`src/rtl/fetch_seq_pkg.sv`:
```
`timescale 1ns/1ps
package fetch_seq_pkg;
  localparam int unsigned DATA_W = 16;
  localparam int unsigned SEL_W  = 2;
  localparam logic [SEL_W-1:0] SEL_INC  = 2'b00;
  localparam logic [SEL_W-1:0] SEL_HOLD = 2'b11;

  typedef enum logic [2:0] {
    ST_IDLE = 3'd0,
    ST_ADR  = 3'd1,
    ST_RD   = 3'd2,
    ST_CAP  = 3'd3,
    ST_XFER = 3'd4,
    ST_END  = 3'd5,
    ST_DEC  = 3'd6
  } fetch_st_e;

  typedef struct packed {
    logic             pc_gate;
    logic             mar_ld;
    logic             mdr_ld;
    logic             mdr_gate;
    logic             ir_ld;
    logic             pc_ld;
    logic [SEL_W-1:0] pc_sel;
    logic             rd_wr;
    logic             mem_en;
    logic             decode;
  } strobe_t;
endpackage

```
`src/rtl/fetch_seq_ctl.sv`:
```
`timescale 1ns/1ps
module fetch_seq_ctl
  import fetch_seq_pkg::*;
(
  input  logic      clk_i,
  input  logic      rst_ni,
  input  logic      go_i,
  input  logic      mem_rdy_i,
  output fetch_st_e st_o
);
  fetch_st_e st_q, st_d;

  always_comb begin
    st_d = st_q;
    unique case (st_q)
      ST_IDLE: if (go_i) st_d = ST_ADR;
      ST_ADR:  st_d = ST_RD;
      ST_RD:   st_d = ST_CAP;
      ST_CAP:  if (mem_rdy_i) st_d = ST_XFER;  // stall until memory answers
      ST_XFER: st_d = ST_END;
      ST_END:  st_d = ST_DEC;
      ST_DEC:  st_d = ST_IDLE;
      default: st_d = ST_IDLE;
    endcase
  end

  always_ff @(posedge clk_i or negedge rst_ni) begin
    if (!rst_ni) st_q <= ST_IDLE;
    else         st_q <= st_d;
  end

  assign st_o = st_q;
endmodule

```
`src/rtl/fetch_seq_dec.sv`:
```
`timescale 1ns/1ps
module fetch_seq_dec
  import fetch_seq_pkg::*;
(
  input  fetch_st_e st_i,
  input  logic      mem_rdy_i,
  output strobe_t   stb_o
);
  always_comb begin
    stb_o        = '0;
    stb_o.pc_sel = SEL_HOLD;
    unique case (st_i)
      ST_ADR: begin
        stb_o.pc_gate = 1'b1;
        stb_o.mar_ld  = 1'b1;
      end
      ST_RD: begin
        stb_o.rd_wr  = 1'b1;
        stb_o.mem_en = 1'b1;
      end
      ST_CAP: begin
        stb_o.rd_wr  = 1'b1;
        // enable held through a stall, capture once ready
        stb_o.mem_en = !mem_rdy_i;
        stb_o.mdr_ld = mem_rdy_i;
      end
      ST_XFER: begin
        stb_o.mdr_gate = 1'b1;
        stb_o.ir_ld    = 1'b1;
        stb_o.pc_ld    = 1'b1;
        stb_o.pc_sel   = SEL_INC;
      end
      ST_DEC:  stb_o.decode = 1'b1;
      default: ;
    endcase
  end
endmodule

```
`src/rtl/fetch_seq.sv`:
```
`timescale 1ns/1ps
module fetch_seq
  import fetch_seq_pkg::*;
(
  input  logic             clk_i,
  input  logic             rst_ni,
  input  logic             go_i,
  input  logic             mem_rdy_i,
  output logic             pc_gate_o,
  output logic             mar_ld_o,
  output logic             mdr_ld_o,
  output logic             mdr_gate_o,
  output logic             ir_ld_o,
  output logic             pc_ld_o,
  output logic [SEL_W-1:0] pc_sel_o,
  output logic             rd_wr_o,
  output logic             mem_en_o,
  output logic             decode_o
);
  fetch_st_e st;
  strobe_t   stb;

  fetch_seq_ctl u_ctl (
    .clk_i     (clk_i),
    .rst_ni    (rst_ni),
    .go_i      (go_i),
    .mem_rdy_i (mem_rdy_i),
    .st_o      (st)
  );

  fetch_seq_dec u_dec (
    .st_i      (st),
    .mem_rdy_i (mem_rdy_i),
    .stb_o     (stb)
  );

  assign pc_gate_o  = stb.pc_gate;
  assign mar_ld_o   = stb.mar_ld;
  assign mdr_ld_o   = stb.mdr_ld;
  assign mdr_gate_o = stb.mdr_gate;
  assign ir_ld_o    = stb.ir_ld;
  assign pc_ld_o    = stb.pc_ld;
  assign pc_sel_o   = stb.pc_sel;
  assign rd_wr_o    = stb.rd_wr;
  assign mem_en_o   = stb.mem_en;
  assign decode_o   = stb.decode;
endmodule

```
`config.mk`:
```
export PLATFORM = sky130hd
export DESIGN_NAME = fetch_seq
export DESIGN_NICKNAME = d
export VERILOG_FILES = /design/src/rtl/fetch_seq_pkg.sv /design/src/rtl/fetch_seq_ctl.sv /design/src/rtl/fetch_seq_dec.sv /design/src/rtl/fetch_seq.sv
export SDC_FILE = /design/constraint.sdc
export NUM_CORES = 1
export LEC_CHECK = 0
export ABC_AREA = 1
export BUFFER_PORTS_ARGS = -buffer_cell sky130_fd_sc_hd__buf_4
export CAP_MARGIN = 20
export CELL_PAD_IN_SITES_DETAIL_PLACEMENT = 1
export CELL_PAD_IN_SITES_GLOBAL_PLACEMENT = 2
export CORE_MARGIN = 5
export CORE_UTILIZATION = 17
export DETAILED_ROUTE_END_ITERATION = 16
export GPL_ROUTABILITY_DRIVEN = 0
export GPL_TIMING_DRIVEN = 0
export PLACE_DENSITY_LB_ADDON = 0.1
export SYNTH_ARGS = -nofsm -noshare
export SYNTH_HDL_FRONTEND = slang
export SYNTH_HIERARCHICAL = 1
export SYNTH_SLANG_ARGS = --single-unit
```
`constraint.sdc`:
```
create_clock -name clk_i -period 1.2 [get_ports clk_i]
set_input_delay 0.36 -clock clk_i [delete_from_list [all_inputs] [get_ports clk_i]]
set_output_delay 0.36 -clock clk_i [all_outputs]
set_load 0.01 [all_outputs]
```
==> summary.md <==
| Metric | Value |
|---|---|
| Crit path launch | `u_ctl/st_o[0]$_DFFE_PN0P_` |
| Root buffer cell | `clkbuf_4` |
| Outcome | `finished with violations` |
| Mapped Cells | `39` |
| H-tree levels | `1` |
| Sequential Area | `78.8 sq um` |
| Final hold vios | `0` |
| Crit-path most repeated cell | `buf_6` |
| Longest Clk Path Bufs | `2` |
| RSZ-0062 raised after global routing | `yes` |
| Synth Cell Area | `243 sq um` |
| CP endpoint | `pc_gate_o` |
| Worst reg2reg path depth | `5` |
| Port buffer count | `14` |
| Worst-path cell chain | `buf_6, nand2_2, nor2_2, buf_4, buf_6` |
| TritonCTS buffer count | `3` |
| Worst hold slack | `0.445 ns` |
| Tmin final | `1.47 ns` |
| Mux share of post-synthesis cell area | `0%` |
| Slowest cell on the critical path | `dfrtp_2` |
| Final clock skew | `0.00387 ns` |
| Max Freq | `0.681 GHz` |
| DR vias/cell | `4.15` |
| Post-synth top area share | `30.9%` |
| Largest family of logic cells by synthesized area | `simple AND/OR/NAND/NOR gates` |
| Mapped Nets | `43` |
| Leakage | `0.290 nW` |
| Pin count of the biggest net entering global routing | `7` |
| Leading cell types by count after synthesis | `inv_1, nand2_1, nor2_1` |
| Critical path launch point type | `flop` |
| Area growth from synthesis to layout | `114%` |
| ANT nets after route | `0` |
| Synth Area in Adders | `0%` |
| Final net count | `70` |
| Die H | `47.8 um` |
| Worst r2r src | `u_ctl/st_o[1]$_DFFE_PN0P_` |
| Share of cells above drive strength 1 | `67.7%` |
| Final setup vio count | `11` |
| Total Negative Setup Slacks | `-2.53 ns` |
| Initial antenna violation count | `0` |
| Crit. End Element | `output port` |
| Max Cap Viol | `0` |
| Syn. warnings | `6` |
| Avg Inst Size Synth | `6.22 sq um` |
| CP max stage delay | `0.41 ns` |
| Clock-pin slew on the worst setup and hold paths | `0.04 ns` |
| WHS Path Cells | `3` |
| Path type of the worst setup path | `reg -> out` |
| CP delay by family, top | `flip-flops` |
| Fill cells | `174` |
| Most common cell in the synthesized netlist | `inv_1` |
| Arrival @ worst endpoint | `1.11 ns` |
| Initial DRT Pass Iterations | `1` |
| Seq cells post-synth | `3` |
| Initial Utilization | `18.2%` |
| Data required time at the worst endpoint | `0.84 ns` |
| Synth area leaders | `dfrtp_1, inv_1, buf_4, nand2_1, nor2_1` |
| Worst skew pair latency | `0.24 ns` |
| Max Fanout on Critical Path | `3` |
| Fin area | `520 sq um` |
| First-pass GRT wire length | `1.23 mm` |
| Main synth FF type | `dfrtp_1` |
| Routed via count | `332` |
| HP Class | `in -> reg` |
| CORE AREA | `1330 sq um` |
| Final Cycle Share | `122%` |
| Full die area | `2280 sq um` |
| All-Layer GR Usage | `8.33%` |
| Vias in the first global route | `320` |
| Antenna cells | `0` |
| CTS tree | `done` |
| Dominant cell type by area after synthesis | `dfrtp_1` |
| Sequential area share after synthesis | `30.9%` |
| Ports | `15` |
| Reg-to-reg endpoint | `u_ctl/st_o[0]$_DFFE_PN0P_` |
| Asr flop ratio synth | `100%` |
| Yosys cell types | `12` |
| Setup slack at placement | `-0.141 ns` |
| Simple-gate share of the synthesized area | `37.1%` |
| EDFF count, synth | `0` |
| Pwr Total | `1.40 mW` |
| Final WL | `802 um` |
| Crit path depth | `5` |
| # DRC | `0` |
| Synth Area in Compound Gates | `4.12%` |
| Post-synthesis xor/xnor area fraction | `0%` |
| PwrDens | `2690 nW/um^2` |
| Slew margin rel. | `87.4%` |
| Maximum vdd drop | `0.000881 V` |
| Final Core Density | `39.0%` |
| Placed Cells | `68` |
| WL/cell | `10.0 um` |
| Worst-Margin Slew | `0.188 ns` |
| Die Wd | `47.8 um` |
| Multi-input gate area | `128 sq um` |
| Fin worst setup slack | `-0.269 ns` |
| Non-Filler Instances | `80` |
| 1st-iter DRT viols | `0` |
| Sink Count | `3` |
| Post-DP HPWL | `589 um` |
| Post-DP Area | `373 sq um` |
| Slew Limit Fails | `0` |
| Grt total ovfl | `0` |
| Worst reg2reg setup slack | `0.21 ns` |
| Failing checks | `setup timing` |
| Row count | `13` |
| Critical path buffers and inverters | `3` |
| Max FFs per register | `3` |
-- layer usage --
metal  share of wire, %  vias up  track usage (%)  routed length (um)
li1                   -      165                -                   -
met1                 29      154             6.89                 229
met2                 61       11             15.3                 493
met3                7.1        2             1.13                  57
met4                2.7        0             9.68                  22
met5                  0        -                0                   0
-- cells by family after synthesis --
logic type | Yosys count
buffers and inverters | 14
AND/OR/NAND/NOR | 20
flip-flops | 3
AO/OA/AOI/OAI | 2
-- worst min-delay path by stage --
stage	startpoint	end	slack (ns)
4_1_cts	mem_rdy_i	u_ctl/st_o[2]$_DFFE_PN0P_	0.44
5_1_grt	mem_rdy_i	u_ctl/st_o[2]$_DFFE_PN0P_	0.45
3_5_place_dp	rst_ni	u_ctl/st_o[2]$_DFFE_PN0P_	0.15
6_report	mem_rdy_i	u_ctl/st_o[2]$_DFFE_PN0P_	0.45
3_3_place_gp	rst_ni	u_ctl/st_o[0]$_DFFE_PN0P_	0.15
2_1_floorplan	rst_ni	u_ctl/st_o[0]$_DFFE_PN0P_	0.06
-- worst min-delay path, delay by kind of cell --
family / cells / cell delay (ns)
simple gates: 1 / 0.08
compound gates: 1 / 0.09
buf+inv: 1 / 0.10
-- layout make-up --
cell class	count	share of cell area, %
inverters	10	7.21
repair buffers	22	36.5
clock buffers	4	5.05
well taps	15	3.61
multi-input cells	22	24.5
flip-flops and latches	3	15.1
plain buffers	4	7.93
-- power by group --
group / total, mW / leakage (nW) / internal (mW) / switching, mW
clock: 0.181 / 0.0150 / 0.125 / 0.0559
sequential: 0.246 / 0.0329 / 0.165 / 0.0809
combinational: 0.972 / 0.242 / 0.522 / 0.450
total: 1.40 / 0.290 / 0.812 / 0.587
-- repair_timing --
item | in CTS | in global routing
resized for setup | 12 | 8
hold endpoints to repair | 3 | 0
hold buffers | 1 | 0
setup buffers | 6 | 1
endpoints found under the setup margin | 11 | 11
pin swaps | 1 | 1
-- cells in the final DEF (no fill, tap or decap) --
master and instances:
buf_4 16, buf_6 9, clkbuf_1 1, clkbuf_4 3
dfrtp_2 3, dlygate4sd3_1 1, inv_1 6, inv_2 4
nand2_1 5, nand2_2 4, nand2_4 1, nand3_1 1
nand3_2 1, nand4_1 2, nor2_1 3, nor2_2 2
nor2_4 1, o21ai_0 1, o21ai_1 1
No activity file was read; power rests on OpenSTA's default activity.
